### src/rtl/erase_seq_pkg.sv
package erase_seq_pkg;
  typedef enum logic [3:0] {
    S_IDLE, S_PRE, S_ERS1, S_ERS2, S_PULSE, S_VSET, S_VGAP, S_VRD, S_DONE, S_FAIL
  } state_e;

  localparam logic [7:0] PRE_DATA   = 8'h00;
  localparam logic [7:0] CMD_ERASE  = 8'h20;
  localparam logic [7:0] CMD_VERIFY = 8'hA0;
  localparam logic [7:0] ERASED     = 8'hFF;
endpackage

### src/rtl/erase_addr_ctr.sv
module erase_addr_ctr #(
  parameter int ADDR_W = 4
) (
  input  logic              clk_i,
  input  logic              rst_ni,
  input  logic              clr_i,
  input  logic              inc_i,
  output logic [ADDR_W-1:0] addr_o,
  output logic              last_o
);
  logic [ADDR_W-1:0] addr_q;

  always_ff @(posedge clk_i or negedge rst_ni) begin
    if (!rst_ni)    addr_q <= '0;
    else if (clr_i) addr_q <= '0;
    else if (inc_i) addr_q <= addr_q + 1'b1;  // wraps past the top byte
  end

  assign addr_o = addr_q;
  assign last_o = &addr_q;
endmodule

### src/rtl/erase_timer.sv
module erase_timer #(
  parameter int CNT_W = 8
) (
  input  logic             clk_i,
  input  logic             rst_ni,
  input  logic             load_i,
  input  logic [CNT_W-1:0] load_val_i,
  output logic             zero_o
);
  logic [CNT_W-1:0] cnt_q;

  always_ff @(posedge clk_i or negedge rst_ni) begin
    if (!rst_ni)           cnt_q <= '0;
    else if (load_i)       cnt_q <= load_val_i;
    else if (cnt_q != '0)  cnt_q <= cnt_q - 1'b1;
  end

  assign zero_o = (cnt_q == '0);
endmodule

### src/rtl/erase_pulse_ctr.sv
module erase_pulse_ctr #(
  parameter int MAX_PULSES = 1000
) (
  input  logic clk_i,
  input  logic rst_ni,
  input  logic clr_i,
  input  logic inc_i,
  output logic spent_o
);
  localparam int PW = $clog2(MAX_PULSES + 1);
  localparam logic [PW-1:0] LIMIT = PW'(MAX_PULSES);

  logic [PW-1:0] cnt_q;

  always_ff @(posedge clk_i or negedge rst_ni) begin
    if (!rst_ni)                       cnt_q <= '0;
    else if (clr_i)                    cnt_q <= '0;
    else if (inc_i && cnt_q != LIMIT)  cnt_q <= cnt_q + 1'b1;
  end

  assign spent_o = (cnt_q == LIMIT);
endmodule

### src/rtl/erase_seq.sv
module erase_seq
  import erase_seq_pkg::*;
#(
  parameter int ADDR_W     = 4,
  parameter int PULSE_CYC  = 500000,
  parameter int GAP_CYC    = 300,
  parameter int MAX_PULSES = 1000
) (
  input  logic              clk_i,
  input  logic              rst_ni,
  input  logic              start_i,
  input  logic [7:0]        rd_data_i,
  output logic [ADDR_W-1:0] addr_o,
  output logic [7:0]        wr_data_o,
  output logic              wr_o,
  output logic              rd_o,
  output logic              busy_o,
  output logic              done_o,
  output logic              fail_o
);
  localparam int TMR_MAX = (PULSE_CYC > GAP_CYC) ? PULSE_CYC : GAP_CYC;
  localparam int TMR_W   = $clog2(TMR_MAX + 1);
  localparam logic [TMR_W-1:0] PULSE_LD = TMR_W'(PULSE_CYC - 1);
  localparam logic [TMR_W-1:0] GAP_LD   = TMR_W'(GAP_CYC - 1);

  state_e state_q, state_d;
  logic   addr_clr, addr_inc, addr_last;
  logic   tmr_load, tmr_zero;
  logic [TMR_W-1:0] tmr_val;
  logic   pls_clr, pls_inc, pls_spent;

  erase_addr_ctr #(.ADDR_W(ADDR_W)) u_addr (
    .clk_i, .rst_ni, .clr_i(addr_clr), .inc_i(addr_inc),
    .addr_o(addr_o), .last_o(addr_last)
  );

  erase_timer #(.CNT_W(TMR_W)) u_tmr (
    .clk_i, .rst_ni, .load_i(tmr_load), .load_val_i(tmr_val), .zero_o(tmr_zero)
  );

  erase_pulse_ctr #(.MAX_PULSES(MAX_PULSES)) u_pls (
    .clk_i, .rst_ni, .clr_i(pls_clr), .inc_i(pls_inc), .spent_o(pls_spent)
  );

  always_ff @(posedge clk_i or negedge rst_ni) begin
    if (!rst_ni) state_q <= S_IDLE;
    else         state_q <= state_d;
  end

  always_comb begin
    state_d  = state_q;
    addr_clr = 1'b0;
    addr_inc = 1'b0;
    tmr_load = 1'b0;
    tmr_val  = PULSE_LD;
    pls_clr  = 1'b0;
    pls_inc  = 1'b0;
    unique case (state_q)
      S_IDLE, S_DONE, S_FAIL: begin
        if (start_i) begin
          state_d  = S_PRE;
          addr_clr = 1'b1;
          pls_clr  = 1'b1;
        end
      end
      S_PRE: begin
        addr_inc = 1'b1;
        if (addr_last) state_d = S_ERS1;
      end
      S_ERS1: state_d = S_ERS2;
      S_ERS2: begin
        pls_inc  = 1'b1;
        tmr_load = 1'b1;
        tmr_val  = PULSE_LD;
        state_d  = S_PULSE;
      end
      S_PULSE: if (tmr_zero) state_d = S_VSET;
      S_VSET: begin
        tmr_load = 1'b1;
        tmr_val  = GAP_LD;
        state_d  = S_VGAP;
      end
      S_VGAP: if (tmr_zero) state_d = S_VRD;
      S_VRD: begin
        if (rd_data_i == ERASED) begin
          addr_inc = 1'b1;
          state_d  = addr_last ? S_DONE : S_VSET;
        end else begin
          state_d  = pls_spent ? S_FAIL : S_ERS1;  // resume at same address
        end
      end
      default: state_d = S_IDLE;
    endcase
  end

  always_comb begin
    wr_o      = 1'b0;
    wr_data_o = PRE_DATA;
    unique case (state_q)
      S_PRE:          wr_o = 1'b1;
      S_ERS1, S_ERS2: begin wr_o = 1'b1; wr_data_o = CMD_ERASE;  end
      S_VSET:         begin wr_o = 1'b1; wr_data_o = CMD_VERIFY; end
      default: ;
    endcase
  end

  assign rd_o   = (state_q == S_VRD);
  assign done_o = (state_q == S_DONE);
  assign fail_o = (state_q == S_FAIL);
  assign busy_o = !(state_q inside {S_IDLE, S_DONE, S_FAIL});
endmodule

### config.mk
export PLATFORM = sky130hd
export DESIGN_NAME = erase_seq
export DESIGN_NICKNAME = d
export VERILOG_FILES = /design/src/rtl/erase_seq_pkg.sv /design/src/rtl/erase_addr_ctr.sv /design/src/rtl/erase_timer.sv /design/src/rtl/erase_pulse_ctr.sv /design/src/rtl/erase_seq.sv
export SDC_FILE = /design/constraint.sdc
export NUM_CORES = 1
export LEC_CHECK = 0
export ABC_CLOCK_PERIOD_IN_PS = 3270
export BUFFER_PORTS_ARGS = -buffer_cell sky130_fd_sc_hd__buf_4
export CAP_MARGIN = 0
export CORE_MARGIN = 5
export CORE_UTILIZATION = 30
export DETAILED_ROUTE_END_ITERATION = 8
export GPL_ROUTABILITY_DRIVEN = 0
export GPL_TIMING_DRIVEN = 0
export HOLD_SLACK_MARGIN = 0.15
export SLEW_MARGIN = 20
export SYNTH_ARGS = -nofsm -noshare
export SYNTH_HDL_FRONTEND = slang
export SYNTH_SLANG_ARGS = --single-unit
### constraint.sdc
create_clock -name clk_i -period 3.27 [get_ports clk_i]
set_clock_uncertainty 0.1 [all_clocks]
set_input_delay 0 -clock clk_i [delete_from_list [all_inputs] [get_ports clk_i]]
set_output_delay 0 -clock clk_i [all_outputs]
set_load 0.02 [all_outputs]
## Word level (Yosys, flattened, before mapping)

Cells that the tools add are included.

- Bits in registers: 37
- Input bits: 11
- Output and inout port bits: 17
- Logic and storage cells: 61

- $add $sub $neg: 3
- Eq/ne operators: 16
- Multiplexer cells: 23
- Reductions and logical operators: 15

Operator list:

| operator | count |
|---|---|
| $mux 19 | 3 |
| $mux 4 | 9 |
| $pmux 4 s8 | 1 |
| $mux 10 | 2 |
| $logic_not 19->1 | 1 |
| $reduce_bool 19->1 | 1 |
| $sub 19x1->19 const B | 1 |
| $eq 4x3->1 const B | 4 |
| $pmux 8 s2 | 1 |
| $add 10x1->10 const B | 1 |
| $eq 10x10->1 const B | 1 |
| $ne 10x10->1 const B | 1 |
| $eq 4x2->1 const B | 2 |
| $eq 4x4->1 const B | 2 |
| $eq 8x8->1 const B | 1 |
| $ne 2x2->1 const B | 4 |
| $reduce_and 4->1 | 2 |
| $mux 1 | 6 |
| $reduce_bool 2->1 | 3 |
| $add 4x1->4 const B | 1 |
| $eq 4x1->1 const B | 1 |
| $logic_not 4->1 | 1 |
| $reduce_or 2->1 | 2 |
| $reduce_or 4->1 | 1 |
| 5 further kinds | 5 |

## Logic depth before layout (Yosys ltp)

Gate-level depths: netlist of run 1.

- Word-level depth: 5
- Mapped depth: 7

## Cells and area by module

Synthesis of run 1 repeated with hierarchy kept, for this count alone.

- Cell total of the unflattened synthesis: 278
- Area, all modules: 2418.6 um^2

Modules (own cells, without submodules):

| module | instances | cells an instance | area each (um^2) | seq. area each (um^2) |
|---|---|---|---|---|
| erase_timer | 1 | 127 | 1117.3 | 475.5 |
| erase_pulse_ctr | 1 | 66 | 619.3 | 250.2 |
| erase_seq | 1 | 68 | 483.0 | 100.1 |
| erase_addr_ctr | 1 | 17 | 198.9 | 100.1 |

## Worst setup path before layout of run 1

Ideal clock, no wire load.

- Kind: reg2reg
- Start: register u_tmr.cnt_q[0]
- End: register u_tmr.cnt_q[16]
- Library setup time: 0.124 ns
- Data arrival time: 1.687 ns
- Data required time: 3.046 ns
- Slack: 1.359 ns
- Cell stages (with the launch flop): 7
- Buffers on the path: 0
- Period minus slack after synthesis: 1.911 ns
- Path through: dfrtp_1 -> inv_1 -> ha_1 -> nor4b_2 -> nand4_2 -> o311a_1 -> a211o_1

- Longest elaborated chain between the ends: 3
- Elaborated cells between the ends (all ways): 5

Ends and longest elaborated chain:

| element | RTL line | source |
|---|---|---|
| start: declaration | erase_timer.sv:10 | `logic [CNT_W-1:0] cnt_q;` |
| start signal: assignment | erase_timer.sv:14 | `else if (load_i) cnt_q <= load_val_i;` |
| start signal: assignment | erase_timer.sv:15 | `else if (cnt_q != '0) cnt_q <= cnt_q - 1'b1;` |
| $sub 19x1->19 | erase_timer.sv:15 |  |
| $mux 19 | erase_timer.sv:15 |  |
| $mux 19 | erase_timer.sv:14 |  |

Parallel ways exist; a longest one is shown, timed or not. The select of a mux whose other input is x is not followed.
A chain may end at the register's enable or synchronous reset.

## Worst setup path after layout of run 1

Same ends and word-level chain as after synthesis.

==> flow_summary.ini, run 1 <==
[status]
outcome = finished, final reports clean

[grt]
grt_max_degree = 38
grt_pass1_vias = 2128
grt_pass1_wl_um = 9900
grt_usage_pct = 12.4
overflow = 0
antenna_found_initial = 0

[yosys]
yosys_most_used_dff = dfrtp_1
yosys.area.top_type_share_pct = 39.0
synthArstFlopShare_pct = 100
yosysSeqAreaShare_pct = 39.0
synth-edff-count = 0
synth_area_leaders = dfrtp_1, a21oi_1, nand2_1, mux2i_1, nor2_1
synth_cells = 264
yosysUniqueCellTypes = 55
syn-mean-instance-area_um2 = 8.99
yosysWarnings = 0
netlist_area_um2 = 2370
synth_seq_cells = 37
synth_top_cell_by_area = dfrtp_1

[clock_network]
htreeDepth = 2
post_cts_buffers = 0
cts_resized = 0
cts_buffer_depth = 2
clk-insertion-delay-late_ns = 0.30
cts_buffers = 5
cts.sinks = 37
hold_buffers = 7
path_clk_slew_ns = 0.08
cts_root_buffer = clkbuf_8
cts_tree = done

[route]
drt-pass1-iter-count = 4
dr_wl_met3_um = 223
dr_total_vias = 2146
avgViaCountPerCell = 5.27
met1Wirelength_um = 2770
drc = 0
routed.top_layer = met4
wire_per_inst_um = 14.4
drt_iter0_drc = 102
totalWireLength_um = 5840
met2WireLength_um = 2690
ant_nets = 0

[timing]
worst_slack_ns = 1.10
worst_pin_slew_ns = 0.619
post-route-min-period_ns = 2.17
finalHoldViolations = 0
holdWs_ns = 0.160
rsz0062_at_grt = false
totalNegativeSetupSlack_ns = 0
fmax_mhz = 461
finalMaxSlewViolations = 0
fin_crit_sh_pct = 66.3
setup-violations-final = 0
relSlewSlack_pct = 58.6

[power]
p_sw_share_pct = 42.6
p_leak_nw = 1.23
p_switching_w = 0.00100
clockPowerShare_pct = 20.6
ir_worst_vdd_mv = 0.410
p_int_w = 0.00135
p_comb_share_pct = 46.7
p_seq_share_pct = 32.7
power.density_nw_per_um2 = 811

[setup_path]
worstSetupStartpointType = flip-flop
r2r_cells = 6
cp-end-kind = flip-flop
crit_type = reg -> reg
path_cells = inv_1, ha_1, nor4b_2, nand4_2, o311a_1, a211o_1
slowest_delay_ns = 0.42
crit_path_max_fanout = 8
cp.required_ns = 3.36
arrival_ns = 2.26
crit_path_top_delay_cell = dfrtp_1

[worst_hold_path]
holdPathStages = 4
hold_path.class = in -> reg

[finish]
antennaDiodeCount = 0
register_area_um2 = 926
nets = 319
multi_input_area_um2 = 1330
layout-drive-gt1-share_pct = 17.7
post-route-cell-area_um2 = 2890
area_growth_pct = 21.8
nFillCells = 790

[floorplanning]
start_util_pct = 30.7
fp.dieW_um = 99.0
fp.dieArea_um2 = 9790
die_y_um = 99.0
fp.coreArea_um2 = 7730
ios = 28
rows = 32

[run]
maxCapViolations = 0

[placement]
hpwl_um = 4090
port_buffers = 21
preCtsSetupSlack_ns = 1.13
placed_area_um2 = 2680
-- stage by stage --
stage                     util, %  instances  total power [W]
after detailed placement     34.7        392          0.00185
after global placement       34.7        392          0.00183
after global routing         37.4        407          0.00254
after CTS                    37.4        407          0.00235
after floorplan                 -        269          0.00153
final                        37.4        407          0.00235
-- synthesized netlist by cell type (2+ instances only) --
cell type and instances:
dfrtp_1 37, nand2_1 23, a21oi_1 21, nor2_1 15
inv_1 10, nor3_1 10, o21ai_0 10, or3_1 8
buf_4 7, mux2i_1 7, nand3_1 7, nand4_1 7
nand2b_1 6, a31oi_1 5, and3_1 5, buf_2 5
clkbuf_1 5, o211ai_1 5, o31ai_1 5, and2_1 4
ha_1 4, o311ai_0 4, xnor2_1 4, a2111oi_0 3
a211oi_1 3, and4_1 3, o41ai_1 3, or2_2 3
or4_1 3, xor2_1 3, a211o_1 2, nor2b_1 2
nor4_2 2, o31a_1 2
-- state kept, by name (all words and copies together) (netlist names) --
name	cells
u_pls.cnt_q	10
state_q	4
u_addr.addr_o	4
u_tmr.cnt_q	19
-- cells in the final DEF (no fill, tap or decap), types with 4 or more instances in the layout --
master / netlist / final
nand2b_1: 6 / 6
nor2_1: 15 / 15
dfrtp_1: 37 / 37
clkbuf_1: 5 / 5
nor3_1: 10 / 10
xnor2_1: 4 / 4
nand2_1: 23 / 23
conb_1: 1 / 6
o31ai_1: 5 / 5
o311ai_0: 4 / 4
and3_1: 5 / 5
nand3_1: 7 / 7
mux2i_1: 7 / 7
or3_1: 8 / 8
dlygate4sd3_1: 0 / 6
and2_1: 4 / 4
a31oi_1: 5 / 5
o21ai_0: 10 / 10
buf_2: 5 / 5
o211ai_1: 5 / 5
inv_1: 10 / 10
ha_1: 4 / 4
buf_4: 7 / 28
nand4_1: 7 / 7
clkbuf_8: 0 / 5
a21oi_1: 21 / 21
-- kinds of logic after synthesis --
logic type / synth area share [%]
buf+inv: 5.64
compound gates: 20.9
flops: 39.0
fa+ha+maj: 2.11
other cells: 0.158
simple gates: 26.7
mux: 2.95
xor+xnor: 2.58
-- cell type report --
type | instances | area share (%)
repair buffers | 28 | 8.22
plain buffers | 17 | 3.33
inverters | 10 | 1.30
clock inverters | 3 | 2.25
flip-flops and latches | 37 | 32.0
multi-input cells | 205 | 46.1
well taps | 102 | 4.41
clock buffers | 5 | 2.38
-- power by group through the flow --
stage | sequential (W) | combinational (W) | clock, W
after detailed placement | 0.000771 | 0.00108 | 0
after CTS | 0.000764 | 0.00110 | 0.000494
final | 0.000767 | 0.00110 | 0.000482
after global placement | 0.000765 | 0.00106 | 0
after global routing | 0.000791 | 0.00123 | 0.000515
after floorplan | 0.000748 | 0.000784 | 0
-- metal layers --
metal	GRT usage (%)	vias to the layer above
met3	2.76	14
met4	5.46	0
met5	0	-
met1	16.0	1016
li1	-	1062
met2	19.8	54
-- final timing paths --
| kind | start | to | slack [ns] |
|---|---|---|---|
| max | u_tmr.cnt_q[0] | u_tmr.cnt_q[16] | 1.10 |
| min | rd_data_i[6] | u_addr.addr_o[0] | 0.16 |
| max reg2reg | u_tmr.cnt_q[0] | u_tmr.cnt_q[16] | 1.10 |
| min reg2reg | u_pls.cnt_q[3] | u_pls.cnt_q[3] | 0.41 |
| max in group asynchronous | rst_ni | u_addr.addr_o[2] | 2.26 |
| min in group asynchronous | rst_ni | u_tmr.cnt_q[6] | 0.62 |
-- critical path: cells and delay by family (launching register included) --
family	cells	cell delay, ns
adders and majority gates	1	0.20
AOI/OAI and AO/OA	2	0.61
and+or+nand+nor	2	0.63
DFF	1	0.42
buffers and inverters	1	0.09
(Power assumes the default switching activity.)
==> inputs of run 2 (changes only) <==
--- a/config.mk
+++ b/config.mk
@@ -5,7 +5,7 @@
 export SDC_FILE = /design/constraint.sdc
 export NUM_CORES = 1
 export LEC_CHECK = 0
-export ABC_CLOCK_PERIOD_IN_PS = 3270
+export ABC_CLOCK_PERIOD_IN_PS = 2000
 export BUFFER_PORTS_ARGS = -buffer_cell sky130_fd_sc_hd__buf_4
 export CAP_MARGIN = 0
 export CORE_MARGIN = 5
==> constraint.sdc (replaced) <==
create_clock -name clk_i -period 2 [get_ports clk_i]
set_clock_uncertainty 0.1 [all_clocks]
set_input_delay 0 -clock clk_i [delete_from_list [all_inputs] [get_ports clk_i]]
set_output_delay 0 -clock clk_i [all_outputs]
set_load 0.02 [all_outputs]
==> run 2 against run 1 <==
Net effect:
- critical path depth unchanged
- clock-buffer cell count stayed put
- clock power up 64%
- critical path type unchanged
- utilization grew 2.2 points
- final area is 5.8% higher
- via count up 2.4%
- worst setup slack worse by 1.1 ns
- largest power group unchanged
- critical endpoint unchanged
- sequential share of layout area down 1.7 points
==> flow_summary.ini, run 2 (same netlist as run 1, synthesis figures left out) <==
[status]
outcome = finished, final reports clean

[timing]
finalHoldViolations = 0
rsz0062_at_grt = true
worst_pin_slew_ns = 0.503
fmax_mhz = 503
post-route-min-period_ns = 1.99
finalMaxSlewViolations = 0
relSlewSlack_pct = 66.4
setup-violations-final = 0
holdWs_ns = 0.160
fin_crit_sh_pct = 99.4

[grt]
antenna_found_initial = 0
overflow = 0
grt_max_degree = 38
grt_usage_pct = 12.5
grt_pass1_vias = 2152
grt_pass1_wl_um = 9990

[clock_network]
path_clk_slew_ns = 0.08
htreeDepth = 2
cts.sinks = 37
cts_buffer_depth = 2
clk-insertion-delay-late_ns = 0.30
cts_root_buffer = clkbuf_8
cts_tree = done
cts_buffers = 5

[finish]
top_regs = u_tmr.cnt_q x19, u_pls.cnt_q x10
regMostFlops = u_tmr.cnt_q
largest_reg_flops = 19
area_growth_pct = 28.8
antennaDiodeCount = 0
layout-drive-gt1-share_pct = 25.8
nFillCells = 782
layout_common_cells = dfrtp_1, buf_4, nand2_1
layout_commonest_cell = dfrtp_1
nets = 324
post-route-cell-area_um2 = 3060

[power]
p_sw_share_pct = 43.6
p_leak_nw = 1.25
clockPowerShare_pct = 19.7
p_comb_share_pct = 48.3
p_switching_w = 0.00176
power.density_nw_per_um2 = 1320
p_seq_share_pct = 32.0
ir_worst_vdd_mv = 0.673
p_int_w = 0.00227

[placement]
hpwl_um = 4090
port_buffers = 21
placed_area_um2 = 2680

[floorplanning]
fp.coreArea_um2 = 7730
rows = 32
die_y_um = 99.0
ios = 28
start_util_pct = 30.7
fp.dieW_um = 99.0
fp.dieArea_um2 = 9790

[run]
maxCapViolations = 0

[route]
drc = 0
avgViaCountPerCell = 5.33
dr_total_vias = 2198
totalWireLength_um = 6150
wire_per_inst_um = 14.9
drt-pass1-iter-count = 4
drt_iter0_drc = 90
ant_nets = 0

[worst_hold_path]
holdPathStages = 4
hold_path.class = in -> reg

[setup_path]
cp.required_ns = 2.09
worstSetupStartpointType = flip-flop
arrival_ns = 2.08
crit_type = reg -> reg
r2r_cells = 6
crit_path_max_fanout = 5
cp-end-kind = flip-flop
[run 2: cell types whose count changed in the layout (fill, tap and decap cells not counted), moves of 3 or more]
cell,change
buf_4,+4
a2111oi_0,-3
inv_1,-3
inv_2,+3
[run 2: worst paths after layout]
path / from / endpoint / slack [ns]
min in group asynchronous: rst_ni / u_tmr.cnt_q[9] / 0.64
worst min-delay path: rd_data_i[6] / u_addr.addr_o[0] / 0.16
worst max register to register: u_tmr.cnt_q[0] / u_tmr.cnt_q[16] / 0.01
max in group asynchronous: rst_ni / u_tmr.cnt_q[1] / 0.79
worst max-delay path: u_tmr.cnt_q[0] / u_tmr.cnt_q[16] / 0.01
worst min register to register: u_pls.cnt_q[3] / u_pls.cnt_q[3] / 0.41
[run 2: area by class of cell]
| cell class | instances | area (um^2) | area share [%] |
|---|---|---|---|
| plain buffers | 17 | 106 | 3.48 |
| clock buffers | 5 | 68.8 | 2.25 |
| clock inverters | 3 | 65.1 | 2.13 |
| inverters | 10 | 37.5 | 1.23 |
| multi-input cells | 205 | 1450 | 47.3 |
| flip-flops and latches | 37 | 927 | 30.3 |
| well taps | 102 | 128 | 4.17 |
| repair buffers | 33 | 280 | 9.17 |
[run 2: what timing repair did]
item / 4_1_cts / 5_1_grt
buffers inserted: 4 / 1
pin swaps: 4 / 5
hold buffers: 6 / 0
endpoints found under the setup margin: 13 / 27
cloned: 0 / 1
gates resized for setup: 11 / 27
endpoints found under the hold margin: 48 / 0
[run 2: critical path, cell delays in order, from the launching register on]
cell	delay (ns)
dfrtp_1	0.44
inv_2	0.10
ha_4	0.14
nor4b_4	0.34
nand4_4	0.19
o311a_1	0.32
a211o_1	0.26
[run 2: stage by stage]
stage,util [%],setup TNS [ns],std cells,setup WS [ns],total power (W)
floorplan,-,0,269,0.0886,0.00250
global placement,34.7,-0.481,392,-0.155,0.00299
detailed placement,34.7,-0.484,392,-0.144,0.00303
CTS,38.2,0,410,0.00329,0.00392
global route,39.6,-0.221,412,-0.0700,0.00435
finish,39.6,0,412,0.0126,0.00403
[run 2: power groups by stage]
stage	Combinational, W	Clock (W)	Sequential, W
floorplan	0.00128	0	0.00122
global placement	0.00174	0	0.00125
detailed placement	0.00177	0	0.00126
CTS	0.00185	0.000808	0.00126
global route	0.00217	0.000847	0.00133
finish	0.00195	0.000792	0.00129
[run 2: routing by layer]
layer,track usage (%),vias to the layer above,routed length [um]
li1,-,1073,-
met1,16.2,1060,2820
met2,20.0,51,2950
met3,2.76,14,227
met4,5.46,0,155
met5,0,-,0
